**config.mk**
```make
export PLATFORM = sky130hd
export DESIGN_NAME = spi_port_expander
export DESIGN_NICKNAME = d
export VERILOG_FILES = /design/src/rtl/pex_pkg.sv /design/src/rtl/pex_sync.sv /design/src/rtl/pex_shift.sv /design/src/rtl/pex_chan_ctr.sv /design/src/rtl/spi_port_expander.sv
export SDC_FILE = /design/constraint.sdc
export NUM_CORES = 1
export LEC_CHECK = 0
export BUFFER_PORTS_ARGS = -buffer_cell sky130_fd_sc_hd__buf_2
export CAP_MARGIN = 5
export CORE_ASPECT_RATIO = 0.6
export CORE_UTILIZATION = 52
export DETAILED_ROUTE_END_ITERATION = 10
export MAX_ROUTING_LAYER = met4
export PLACE_DENSITY = 0.82
export SYNTH_ARGS = -nofsm -noshare
export SYNTH_HDL_FRONTEND = slang
export SYNTH_SLANG_ARGS = --single-unit
```
**constraint.sdc**
```tcl
create_clock -name clk_i -period 1.55 [get_ports clk_i]
set_input_delay 0.0775 -clock clk_i [delete_from_list [all_inputs] [get_ports clk_i]]
set_output_delay 0.0775 -clock clk_i [all_outputs]
set_load 0.005 [all_outputs]
```
**src/rtl/pex_pkg.sv**
```systemverilog
package pex_pkg;
  localparam int unsigned WORD_W   = 16;
  localparam int unsigned N_CH     = 16;
  localparam int unsigned SYNC_LEN = 2;
endpackage

```
**src/rtl/pex_sync.sv**
```systemverilog
module pex_sync #(
  parameter int unsigned W      = 1,
  parameter int unsigned STAGES = 2,
  parameter logic [W-1:0] RST_VAL = '0
) (
  input  logic         clk_i,
  input  logic         rst_ni,
  input  logic [W-1:0] d_i,
  output logic [W-1:0] q_o
);
  logic [STAGES-1:0][W-1:0] ff_q;

  always_ff @(posedge clk_i or negedge rst_ni) begin
    if (!rst_ni) begin
      for (int i = 0; i < int'(STAGES); i++) ff_q[i] <= RST_VAL;
    end else begin
      ff_q[0] <= d_i;
      for (int i = 1; i < int'(STAGES); i++) ff_q[i] <= ff_q[i-1];
    end
  end

  assign q_o = ff_q[STAGES-1];
endmodule

```
**src/rtl/pex_shift.sv**
```systemverilog
module pex_shift #(
  parameter int unsigned WORD_W = 16
) (
  input  logic              clk_i,
  input  logic              rst_ni,
  input  logic              sck_i,
  input  logic              cs_ni,
  input  logic              mosi_i,
  input  logic [WORD_W-1:0] par_i,
  output logic [WORD_W-1:0] word_o,
  output logic              done_o,
  output logic              miso_o
);
  localparam int unsigned BC_W = $clog2(WORD_W);

  logic              sck_d, cs_d, done_q;
  logic [BC_W-1:0]   bit_q;
  logic [WORD_W-1:0] rx_q, tx_q, word_q;
  logic              act, sck_rise, sck_fall, cs_fall, last_bit;

  assign act      = !cs_ni;
  assign sck_rise = act && sck_i && !sck_d;
  assign sck_fall = act && !sck_i && sck_d;
  assign cs_fall  = !cs_ni && cs_d;
  assign last_bit = (bit_q == BC_W'(WORD_W - 1));

  always_ff @(posedge clk_i or negedge rst_ni) begin
    if (!rst_ni) begin
      sck_d  <= 1'b0;
      cs_d   <= 1'b1;
      done_q <= 1'b0;
      bit_q  <= '0;
      rx_q   <= '0;
      tx_q   <= '0;
      word_q <= '0;
    end else begin
      sck_d  <= sck_i;
      cs_d   <= cs_ni;
      done_q <= 1'b0;
      if (!act) begin
        bit_q <= '0;  // abort drops any partial word
      end else if (sck_rise) begin
        rx_q  <= {rx_q[WORD_W-2:0], mosi_i};
        bit_q <= last_bit ? '0 : bit_q + 1'b1;
        if (last_bit) begin
          word_q <= {rx_q[WORD_W-2:0], mosi_i};
          done_q <= 1'b1;
        end
      end
      if (cs_fall) tx_q <= par_i;
      else if (sck_fall) tx_q <= (bit_q == '0) ? par_i : {tx_q[WORD_W-2:0], 1'b0};
    end
  end

  assign word_o = word_q;
  assign done_o = done_q;
  assign miso_o = act && tx_q[WORD_W-1];

  p_abort_clears_r6: assert property (@(posedge clk_i) disable iff (!rst_ni)
    $rose(cs_ni) |=> (bit_q == '0));
  p_single_done_r2: assert property (@(posedge clk_i) disable iff (!rst_ni)
    done_q |=> !done_q);
  p_load_on_select_r4: assert property (@(posedge clk_i) disable iff (!rst_ni)
    cs_fall |=> (tx_q == $past(par_i)));
endmodule

```
**src/rtl/pex_chan_ctr.sv**
```systemverilog
module pex_chan_ctr #(
  parameter int unsigned N_CH = 16,
  localparam int unsigned SEL_W = $clog2(N_CH)
) (
  input  logic             clk_i,
  input  logic             rst_ni,
  input  logic             adv_i,
  input  logic             clr_i,
  output logic [SEL_W-1:0] sel_o
);
  logic [SEL_W-1:0] sel_q;

  always_ff @(posedge clk_i or negedge rst_ni) begin
    if (!rst_ni)     sel_q <= '0;
    else if (clr_i)  sel_q <= '0;
    else if (adv_i)  sel_q <= (sel_q == SEL_W'(N_CH - 1)) ? '0 : sel_q + 1'b1;
  end

  assign sel_o = sel_q;

  p_step_r5: assert property (@(posedge clk_i) disable iff (!rst_ni)
    (adv_i && !clr_i) |=> (sel_q == (($past(sel_q) == SEL_W'(N_CH - 1)) ? '0 : $past(sel_q) + 1'b1)));
  p_hold_r5: assert property (@(posedge clk_i) disable iff (!rst_ni)
    (!adv_i && !clr_i) |=> $stable(sel_q));
  p_clear_r7: assert property (@(posedge clk_i) disable iff (!rst_ni)
    clr_i |=> (sel_q == '0));
endmodule

```
**src/rtl/spi_port_expander.sv**
```systemverilog
module spi_port_expander
  import pex_pkg::*;
(
  input  logic        clk_i,
  input  logic        rst_ni,
  input  logic        sck_i,
  input  logic        cs_ni,
  input  logic        mosi_i,
  output logic        miso_o,
  input  logic        frame_rst_i,
  output logic [3:0]  sel_o,
  output logic [15:0] dout_o,
  input  logic [15:0] din_i
);
  localparam int unsigned SEL_W = $clog2(N_CH);

  logic [3:0]        pins_s;
  logic              sck_s, cs_s, mosi_s, frst_s, done;
  logic [WORD_W-1:0] word, dout_q;
  logic [SEL_W-1:0]  sel;

  pex_sync #(.W(4), .STAGES(SYNC_LEN), .RST_VAL(4'b0100)) u_sync (
    .clk_i  (clk_i),
    .rst_ni (rst_ni),
    .d_i    ({frame_rst_i, cs_ni, mosi_i, sck_i}),
    .q_o    (pins_s)
  );
  assign {frst_s, cs_s, mosi_s, sck_s} = pins_s;

  pex_shift #(.WORD_W(WORD_W)) u_shift (
    .clk_i  (clk_i),
    .rst_ni (rst_ni),
    .sck_i  (sck_s),
    .cs_ni  (cs_s),
    .mosi_i (mosi_s),
    .par_i  (din_i),
    .word_o (word),
    .done_o (done),
    .miso_o (miso_o)
  );

  pex_chan_ctr #(.N_CH(N_CH)) u_ctr (
    .clk_i  (clk_i),
    .rst_ni (rst_ni),
    .adv_i  (done),
    .clr_i  (frst_s),
    .sel_o  (sel)
  );

  always_ff @(posedge clk_i or negedge rst_ni) begin
    if (!rst_ni)   dout_q <= '0;
    else if (done) dout_q <= word;
  end

  assign dout_o = dout_q;
  assign sel_o  = sel;

  p_dout_hold_r3: assert property (@(posedge clk_i) disable iff (!rst_ni)
    !done |=> $stable(dout_o));
  p_dout_load_r2: assert property (@(posedge clk_i) disable iff (!rst_ni)
    done |=> (dout_o == $past(word)));
  p_miso_idle_r9: assert property (@(posedge clk_i) disable iff (!rst_ni)
    (cs_ni && $past(cs_ni) && $past(cs_ni, 2) && $past(cs_ni, 3)) |-> !miso_o);
endmodule

```
Word level (Yosys, flattened, before mapping)
Cells that the tools add are included.
- register bits: 82
- output and inout port bits: 21
- add/sub/neg operators: 2
- equal/unequal tests: 2
- multiplexer cells: 12
- bitwise operators: 1
- reductions and logical operators: 15
- operators by type and width (kind ; count):
    $mux 16 ; 3
    $mux 4 ; 6
    $add 4x1->4 const B ; 2
    $eq 4x4->1 const B ; 2
    $logic_and 1x1->1 ; 6
    $reduce_bool 2->1 ; 3
    $logic_not 4->1 ; 1
    $logic_not 1->1 ; 3
    $mux 1 ; 3
    $reduce_and 3->1 ; 1
    $reduce_and 2->1 ; 1
    $not 1->1 ; 1

Logic depth before layout (Yosys ltp)
Gate-level depths: netlist of the first run.
- word-level depth: 5
- gate-level depth with buffers: 7

Cells and area by module
A second synthesis of the first run with hierarchy kept.
- cell total of the unflattened synthesis: 290
- area, all modules: 3709.8 um^2
- by module, submodules not included (module ; times used ; cells an instance ; area each (um^2)):
    pex_shift ; 1 ; 225 ; 2636.3
    spi_port_expander ; 1 ; 34 ; 649.4
    pex_sync ; 1 ; 12 ; 232.7
    pex_chan_ctr ; 1 ; 19 ; 191.4

Least setup slack after synthesis of the first run
Ideal clock, no wire load.
- path type: register -> register
- start: reg u_shift.bit_q[0]
- end: reg u_shift.tx_q[4]
- library setup time: 0.140 ns
- data arrival time: 1.543 ns
- required time: 1.410 ns
- path slack: -0.133 ns
- cell stages (with the launch flop): 8
- path buffers: 2
- period minus slack after synthesis: 1.683 ns
- cells stage by stage: dfrtp_1 -> inv_1 -> ha_1 -> or3b_1 -> clkbuf_1 -> buf_6 -> a221oi_1 -> a211oi_1
- cells in the longest elaborated chain, start to end: 4
- ends and longest elaborated chain (item ; RTL line ; RTL):
    start, declared ; pex_shift.sv:17 ; logic [BC_W-1:0] bit_q;
    start signal, assigned ; pex_shift.sv:44 ; bit_q <= last_bit ? '0 : bit_q + 1'b1;
    $logic_not 4->1 ; pex_shift.sv:51 ; else if (sck_fall) tx_q <= (bit_q == '0) ? par_i : {tx_q[WORD_W-2:0], 1'b0};
    $mux 16 (2 in series) ; pex_shift.sv:51 ;
    $mux 16 ; pex_shift.sv:50 ; if (cs_fall) tx_q <= par_i;
    end signal, assigned ; pex_shift.sv:50 ;
    end signal, assigned ; pex_shift.sv:51 ;
    end, declared ; pex_shift.sv:18 ; logic [WORD_W-1:0] rx_q, tx_q, word_q;
Every way passes these cells. The select of a mux whose other input is x is not followed.
A chain may end at the register's enable or synchronous reset.

Worst setup path in the final report of the first run
- start: reg u_shift.bit_q[0]
- end: reg u_shift.tx_q[13]
Same word-level chain as after synthesis.

==> results.cfg, run 1 <==
[run_status]
outcome = finished, violations left
violations = setup timing

[global_route]
grt_pass1_wl_um = 13400
grt_use_total = 0.258
grt_max_degree = 41
overflow = 0
antenna_found_initial = 0
grt_pass1_vias = 2611

[detailed_routing]
vias_per_cell = 5.85
drt-total-wl_um = 8710
wl_per_cell_um = 19.4
drt.antenna.violating_nets = 0
drcViolationCount = 0
dr.first_iter.drc_count = 202
dr.pass1.iters = 4
vias = 2625

[logic_synthesis]
syn-num-nets = 311
async_flop_share = 1.00
syn_avg_cell_area_um2 = 12.7
synth_top_area_cell = dfrtp_1
synth_seq_cells = 82
ys_warn_count = 0
synth_edf_count = 0
synth_top_flop_cell = dfrtp_1
syn_inst = 286
synth_area_leaders = dfrtp_1, mux2_2, or2_2
yosysSeqAreaShare = 0.568
synth.distinct_cells = 31
synth_top_area_share = 0.546
synth_area_mm2 = 0.00362

[floorplanning]
die_h_um = 66.7
rows = 23
ios = 43
fp.dieArea_mm2 = 0.00731
fp.dieW_um = 110
initial_core_util = 0.540
core_mm2 = 0.00671

[min_path]
hold_class = in2reg

[sta]
setup_ws_ns = -0.191
setup-tns-final_ns = -3.48
fin_crit_sh = 1.12
max_freq_mhz = 574
worst_pin_slew_ns = 0.617
finalHoldViolations = 0
hold_ws_ns = 0.0601
drv_slew = 0
period_needed_ns = 1.74
finalSetupViolCount = 32
finalClockSkew_ns = 0.00765
rsz0062_at_grt = true
slew_headroom = 0.588

[finish]
fill_cells = 412
finalNetCount = 382
post-route-util = 0.723
insertedDiodeCount = 0
area_growth_pct = 33.7
drive_gt1_frac = 0.558
final_area_mm2 = 0.00484
fin_cells = 449

[clock_network]
cts_root_buf = clkbuf_16
h-tree-depth = 3
cts_tree = yes
clkTransAtPathRegs_ns = 0.06
cts_inserted_buffers = 9
clk_latency_ns = 0.33
clkSinkCount = 82
clock_path_buffers = 2

[pwr]
switchingPower_mw = 1.28
power_mw = 5.60
power_density_mw_per_mm2 = 1160
clkPwrFrac = 0.444
irDropWorstVdd_uv = 744
p_leak_nw = 2.28
switching_share = 0.229
combinationalPowerShare = 0.115
sequentialPowerShare = 0.441
p_int_mw = 4.32

[worst_setup_path]
crit_arrival_ns = 1.92
end_kind = flip-flop
path_max_fanout = 14
reg2reg_slack_ns = -0.19
slowest_stage = a2111oi_1
cp_num_buf_inv = 2
worstPathRequired_ns = 1.73
cp_top_family = compound AO/OA/AOI/OAI gates
critical_path_class = reg2reg
cpPeakStageDelay_ns = 0.57
critPathLaunchType = flip-flop
path_cells = inv_2 -> ha_4 -> nor3b_1 -> buf_4 -> a2111oi_1 -> a211oi_2

[placed_design]
dp_hpwl_um = 4900
io_buffers = 42
dp_slack_ns = -0.141
place_inst = 422
gp_congestion = 0.842
place_area_mm2 = 0.00416

[job]
drv_cap = 0
## cells in the final DEF, fill, tap and decap left out, types with 9 or more instances in the layout
| master | synthesis | layout |
|---|---|---|
| dfrtp_1 | 79 | 78 |
| mux2_4 | 0 | 9 |
| buf_4 | 1 | 25 |
| a2111oi_1 | 0 | 10 |
| mux2_2 | 47 | 38 |
| clkbuf_16 | 0 | 9 |
| a221oi_2 | 0 | 10 |
| inv_1 | 19 | 17 |
| buf_2 | 6 | 41 |
| or2_2 | 30 | 30 |
## final timing paths
check | from | to | cells past startpoint
min in group asynchronous | rst_ni | u_shift.tx_q[2] | 2
worst max register to register | u_shift.bit_q[0] | u_shift.tx_q[13] | 6
worst min-delay path | din_i[0] | u_shift.tx_q[0] | 3
worst min register to register | u_sync.ff_q[3] | u_sync.q_o[3] | 0
max in group asynchronous | rst_ni | u_sync.ff_q[2] | 3
worst max-delay path | u_shift.bit_q[0] | u_shift.tx_q[13] | 6
## cells in the mapped netlist (4+ instances only)
master     instances
dfrtp_1           79
mux2_2            47
or2_2             30
inv_1             19
a2111oi_0         15
a211oi_1          15
a221oi_1          15
clkbuf_1          10
buf_2              6
nor2_1             6
a21oi_1            5
nand2_1            5
mux2i_1            4
## metal layers
metal  up-vias  part of all wire  track usage
met3        14             0.059       0.0705
met2        81              0.48        0.380
li1       1186                 -            -
met4         0             0.017       0.0733
met1      1344              0.44        0.354
met5         -                 0            -
## registers in the layout, indices dropped and copies added (netlist names)
signal / cells
dout_o: 16
u_shift.tx_q: 16
u_shift.word_o: 16
u_shift.rx_q: 15
u_ctr.sel_o: 4
u_shift.bit_q: 4
u_sync.ff_q: 4
u_sync.q_o: 4
u_shift.cs_d: 1
u_shift.done_o: 1
u_shift.sck_d: 1
## layout make-up
class | instances | area [um^2] | share of cell area
Clock buffer | 12 | 256 | 0.0529
Sequential cell | 82 | 2060 | 0.425
Tap cell | 87 | 109 | 0.0225
Clock inverter | 4 | 98.8 | 0.0204
Timing Repair Buffer | 80 | 604 | 0.125
Multi-Input combinational cell | 165 | 1650 | 0.340
Inverter | 19 | 71.3 | 0.0147
## power groups by stage
stage               Sequential [mW]  Combinational, mW  Clock (mW)
CTS                            2.45              0.589        2.52
global route                   2.48              0.695        2.63
global placement               2.47              0.494           0
floorplan                      2.44              0.342           0
detailed placement             2.49              0.517           0
finish                         2.47              0.647        2.49
## worst register-to-register path: cells and delay by family (launching register included)
kind / cells / cell delay [ns]
AO/OA/AOI/OAI: 2 / 0.68
adder cells (fa/ha/maj): 1 / 0.16
buffers and inverters: 2 / 0.26
flip-flops: 1 / 0.37
AND/OR/NAND/NOR: 1 / 0.13
## cells by family after synthesis
group	count (synthesis)	share of synthesized area
AO/OA/AOI/OAI	56	0.122
multiplexers	51	0.157
buffers and inverters	39	0.0497
AND/OR/NAND/NOR	53	0.0888
XOR/XNOR	2	0.00484
adder cells (fa/ha/maj)	3	0.0104
flip-flops	82	0.568
## repair_timing
| action | 4_1_cts | 5_1_grt |
|---|---|---|
| pin swaps | 2 | 5 |
| hold buffers | 5 | 0 |
| gates resized for setup | 23 | 32 |
| gates cloned | 2 | 1 |
| endpoints found under the hold margin | 31 | 0 |
| setup buffers | 6 | 1 |
| endpoints found under the setup margin | 31 | 32 |
Power figures use the tool's default switching activity.
==> inputs of run 2 (changes only) <==
--- a/config.mk
+++ b/config.mk
@@ -12,6 +12,7 @@
 export DETAILED_ROUTE_END_ITERATION = 10
 export MAX_ROUTING_LAYER = met4
 export PLACE_DENSITY = 0.82
+export SETUP_SLACK_MARGIN = 0.4
 export SYNTH_ARGS = -nofsm -noshare
 export SYNTH_HDL_FRONTEND = slang
 export SYNTH_SLANG_ARGS = --single-unit
==> run 2 against run 1 <==
The run still ends with setup timing left; final cell count up 3.1%; worst setup slack got worse by 0.14 ns; sequential share of layout area decreased by 2.9 points; count of clock-buffer cells in the layout up 3; sequential cell count stayed put; total power decreased by 1.3%; first-iteration DRC count increased by 36%; routed wire length is 19% higher; via count up 8.7%.
==> results.cfg, run 2 (synthesized netlist as in run 1, its figures left out) <==
[detailed_routing]
drcViolationCount = 0
wl_met2_um = 4940
vias = 2854
top_layer = met4
dr.first_iter.drc_count = 275
wl_per_cell_um = 22.3
vias_per_cell = 6.16
drt-total-wl_um = 10300
dr.pass1.iters = 4
drt.antenna.violating_nets = 0
wl_met3_um = 560
wl_met1_um = 4500

[sta]
drv_slew = 0
fin_crit_sh = 1.22
worst_pin_slew_ns = 0.649
period_needed_ns = 1.88
finalSetupViolCount = 34
finalClockSkew_ns = 0.00714
finalHoldViolations = 0
slew_headroom = 0.566
rsz0062_at_grt = true
max_freq_mhz = 531
setup_ws_ns = -0.334

[clock_network]
clkSinkCount = 82
cts_tree = yes
clkTransAtPathRegs_ns = 0.06
cts_inserted_buffers = 9
clock_path_buffers = 2
clk_latency_ns = 0.34
cts_root_buf = clkbuf_16
h-tree-depth = 3

[pwr]
irDropWorstVdd_uv = 714
p_leak_nw = 2.44
power_mw = 5.53
power_density_mw_per_mm2 = 1060

[global_route]
overflow = 0
grt_use_total = 0.254
grt_max_degree = 46
antenna_found_initial = 0
grt_pass1_wl_um = 13000
grt_pass1_vias = 2557

[finish]
mostFrequentLayoutCells = dfrtp_1, buf_2, or2_2
post-route-util = 0.776
fill_cells = 350
finalNetCount = 396
drive_gt1_frac = 0.598
insertedDiodeCount = 0
fin_cells = 463
final_common_cell = dfrtp_1
area_growth_pct = 43.6

[worst_setup_path]
critical_path_class = reg2reg
path_cells = buf_12 -> clkbuf_16 -> or2_2 -> a2111oi_1 -> a211oi_1
cp_top_family = compound AO/OA/AOI/OAI gates
path_max_fanout = 6
crit_arrival_ns = 2.07
cpPeakStageDelay_ns = 0.63
slowest_stage = a2111oi_1
worstPathRequired_ns = 1.74
r2r_start = u_sync.q_o[2]
crit_start = u_sync.q_o[2]
end_kind = flip-flop
critPathLaunchType = flip-flop
cp_num_buf_inv = 2

[floorplanning]
fp.dieArea_mm2 = 0.00731
ios = 43
rows = 23
initial_core_util = 0.540
core_mm2 = 0.00671
fp.dieW_um = 110
die_h_um = 66.7

[placed_design]
io_buffers = 42
dp_slack_ns = -0.358
place_inst = 418
dp_hpwl_um = 4850
gp_congestion = 0.783

[job]
drv_cap = 0

[run_status]
outcome = finished, violations left
violations = setup timing

[min_path]
min_from = din_i[0]
hold_class = in2reg
run 2: worst reg2reg max path: cells and delay by family (launching register included):
family / cells / cell delay [ns]
AOI/OAI and AO/OA: 2 / 0.75
buffers and inverters: 2 / 0.29
and+or+nand+nor: 1 / 0.32
DFF: 1 / 0.38
run 2: what timing repair did:
| item | 4_1_cts | 5_1_grt |
|---|---|---|
| hold buffers | 5 | 0 |
| endpoints found under the hold margin | 86 | 0 |
| setup buffers | 8 | 10 |
| gates cloned | 1 | 5 |
| endpoints found under the setup margin | 52 | 53 |
| resized for setup | 24 | 51 |
| pin swaps | 5 | 8 |
run 2: worst paths after layout:
check,depth (start not counted),slack (ns),to
worst max-delay path,5,-0.33,u_shift.tx_q[15]
worst min-delay path,3,0.02,u_shift.tx_q[0]
worst max register to register,5,-0.33,u_shift.tx_q[15]
worst min register to register,0,0.35,u_sync.q_o[0]
max in group asynchronous,3,0.81,u_shift.bit_q[2]
min in group asynchronous,2,0.14,u_shift.tx_q[12]
run 2: per-layer routing:
layer	global-route usage	vias up
met2	0.366	139
met5	-	-
met3	0.0646	42
met1	0.342	1458
li1	-	1215
met4	0.110	0
run 2: cell type report:
type	count	area, um^2	area share
clock buffers	15	288	0.0553
flip-flops and latches	82	2060	0.395
multi-input cells	165	1790	0.345
well taps	87	109	0.0209
repair buffers	94	850	0.163
inverters	19	75.1	0.0144
clock inverters	1	30.0	0.00577
run 2: report_power, final:
| group | leakage, nW | internal (mW) | switching, mW | total (mW) |
|---|---|---|---|---|
| Combinational | 1.23 | 0.427 | 0.369 | 0.796 |
| Sequential | 1.06 | 2.33 | 0.150 | 2.48 |
| Clock | 0.156 | 1.43 | 0.825 | 2.25 |
| Total | 2.44 | 4.18 | 1.34 | 5.53 |
run 2: per-stage QoR:
stage / cell area, um^2 / TNS [ns] / hold slack, ns
6_report: 5200 / -3.86 / 0.0232
5_1_grt: 5200 / -5.18 / 0.0697
4_1_cts: 4790 / -0.979 / 0.0110
3_5_place_dp: 4210 / -4.86 / -0.0386
3_3_place_gp: 4210 / -2.93 / -0.0448
2_1_floorplan: 3780 / -1.14 / -0.218
==> inputs of run 3 (changes only) <==
--- a/config.mk
+++ b/config.mk
@@ -7,8 +7,10 @@
 export LEC_CHECK = 0
 export BUFFER_PORTS_ARGS = -buffer_cell sky130_fd_sc_hd__buf_2
 export CAP_MARGIN = 5
+export CELL_PAD_IN_SITES_DETAIL_PLACEMENT = 0
+export CELL_PAD_IN_SITES_GLOBAL_PLACEMENT = 1
 export CORE_ASPECT_RATIO = 0.6
-export CORE_UTILIZATION = 52
+export CORE_UTILIZATION = 42
 export DETAILED_ROUTE_END_ITERATION = 10
 export MAX_ROUTING_LAYER = met4
 export PLACE_DENSITY = 0.82
==> run 3 against run 2 <==
Final cell count is 5.2% higher; worst hold slack better by 0.12 ns; routed wire length is 17% lower; the run still ends with setup timing left; critical endpoint is now u_shift.tx_q[8]; count of clock-buffer cells in the layout is 1 lower.
==> results.cfg, run 3 (synthesized netlist as in run 1, its figures left out) <==
[worst_setup_path]
worstPathRequired_ns = 1.75
reg2reg_to = u_shift.tx_q[8]
cp_top_family = simple AND/OR/NAND/NOR gates
worstRegToRegCells = 6
cp_num_buf_inv = 2
slowest_stage = or3b_4
cpPeakStageDelay_ns = 0.43
path_cells = inv_2 -> ha_4 -> or3b_4 -> buf_16 -> a221oi_2 -> a211oi_1
end_kind = flip-flop
critPathLaunchType = flip-flop
path_max_fanout = 7
crit_arrival_ns = 1.92
crit_path_end = u_shift.tx_q[8]
critical_path_class = reg2reg
cp.depth = 6
crit_start = u_shift.bit_q[1]
r2r_start = u_shift.bit_q[1]
reg2reg_slack_ns = -0.17

[sta]
finalHoldViolations = 0
rsz0062_at_grt = true
finalClockSkew_ns = 0.00778
max_freq_mhz = 583
setup-tns-final_ns = -3.30
worst_pin_slew_ns = 0.439
drv_slew = 0
setup_ws_ns = -0.166
fin_crit_sh = 1.11
period_needed_ns = 1.72
slew_headroom = 0.707
finalSetupViolCount = 31

[clock_network]
clock_path_buffers = 2
h-tree-depth = 3
cts_root_buf = clkbuf_16
cts_inserted_buffers = 9
cts_tree = yes
clk_latency_ns = 0.33
clkTransAtPathRegs_ns = 0.06
clkSinkCount = 82

[placed_design]
gp_congestion = 0.778
dp_hpwl_um = 4700
dp_slack_ns = -0.193
io_buffers = 42

[detailed_routing]
vias_per_cell = 5.30
drt.antenna.violating_nets = 0
vias = 2581
drt-total-wl_um = 8520
wl_per_cell_um = 17.5
drcViolationCount = 0
dr.first_iter.drc_count = 96
dr.pass1.iters = 4

[job]
drv_cap = 0

[global_route]
overflow = 0
grt_max_degree = 39
grt_pass1_wl_um = 13800
antenna_found_initial = 0
grt_use_total = 0.213
grt_pass1_vias = 2650

[pwr]
power_mw = 5.23
p_leak_nw = 2.45
irDropWorstVdd_uv = 678
power_density_mw_per_mm2 = 982

[min_path]
hold_class = in2reg
min_from = din_i[6]

[finish]
drive_gt1_frac = 0.620
area_growth_pct = 47.2
mostFrequentLayoutCells = dfrtp_1, buf_2, mux2_4
multiInputGateArea_mm2 = 0.00188
post-route-util = 0.658
fill_cells = 560
final_common_cell = dfrtp_1
finalNetCount = 399
regArea_mm2 = 0.00206
insertedDiodeCount = 0

[floorplanning]
ios = 43
die_h_um = 73.9
initial_core_util = 0.447
rows = 25
fp.dieArea_mm2 = 0.00901
core_mm2 = 0.00810
fp.dieW_um = 122

[run_status]
outcome = finished, violations left
violations = setup timing
## run 3: cell types whose count changed in the layout (fill, tap and decap cells not counted), sizes merged
cell,before,now
bufinv,1,0
clkbuf,21,14
dlygate4sd3,5,6
clkinv,0,1
inv,18,19
buf,83,91
## run 3: final cells by class
class,instances,area share
Multi-Input combinational cell,165,0.353
Sequential cell,82,0.386
Tap cell,108,0.0254
Timing Repair Buffer,97,0.170
Inverter,19,0.0134
Clock inverter,2,0.00235
Clock buffer,14,0.0495
## run 3: worst min path at each step
stage | endpoint | slack [ns] | depth (start not counted)
after floorplan | dout_o[0] | -0.22 | 0
after global placement | dout_o[4] | 0.05 | 1
after detailed placement | dout_o[4] | 0.06 | 1
after CTS | u_shift.tx_q[13] | 0.14 | 4
after global routing | u_shift.tx_q[6] | 0.15 | 4
final | u_shift.tx_q[6] | 0.14 | 4
## run 3: what timing repair did
action	in CTS	in global routing
buffers inserted	11	4
endpoints found under the setup margin	52	55
endpoints found under the hold margin	34	0
pin swaps	7	5
hold buffers	6	0
resized for setup	75	26
gates cloned	5	0
## run 3: where the power goes
group          internal [mW]  switching, mW  leakage (nW)
clock network           1.17          0.789         0.133
logic                  0.449          0.362          1.26
registers               2.33          0.132          1.06
total                   3.95           1.28          2.45
## run 3: worst register-to-register path, cell delays in order, from the launching register on
cell      delay [ns]
dfrtp_1         0.40
inv_2           0.10
ha_4            0.15
or3b_4          0.43
buf_16          0.17
a221oi_2        0.28
a211oi_1        0.07
## run 3: per-layer routing
layer | wire length, um | part of all wire | vias to the layer above | track usage
met2 | 4020 | 0.47 | 52 | 0.320
met1 | 3990 | 0.47 | 1292 | 0.276
met5 | 0 | 0 | - | -
met3 | 382 | 0.045 | 12 | 0.0652
met4 | 127 | 0.015 | 0 | 0.0741
li1 | - | - | 1225 | -
## run 3: stage by stage
stage	cells	hold WS (ns)	instance area, um^2
floorplan	286	-0.218	3780
global placement	445	0.0544	4320
detailed placement	445	0.0571	4320
CTS	483	0.136	5130
global route	487	0.155	5330
finish	487	0.142	5330
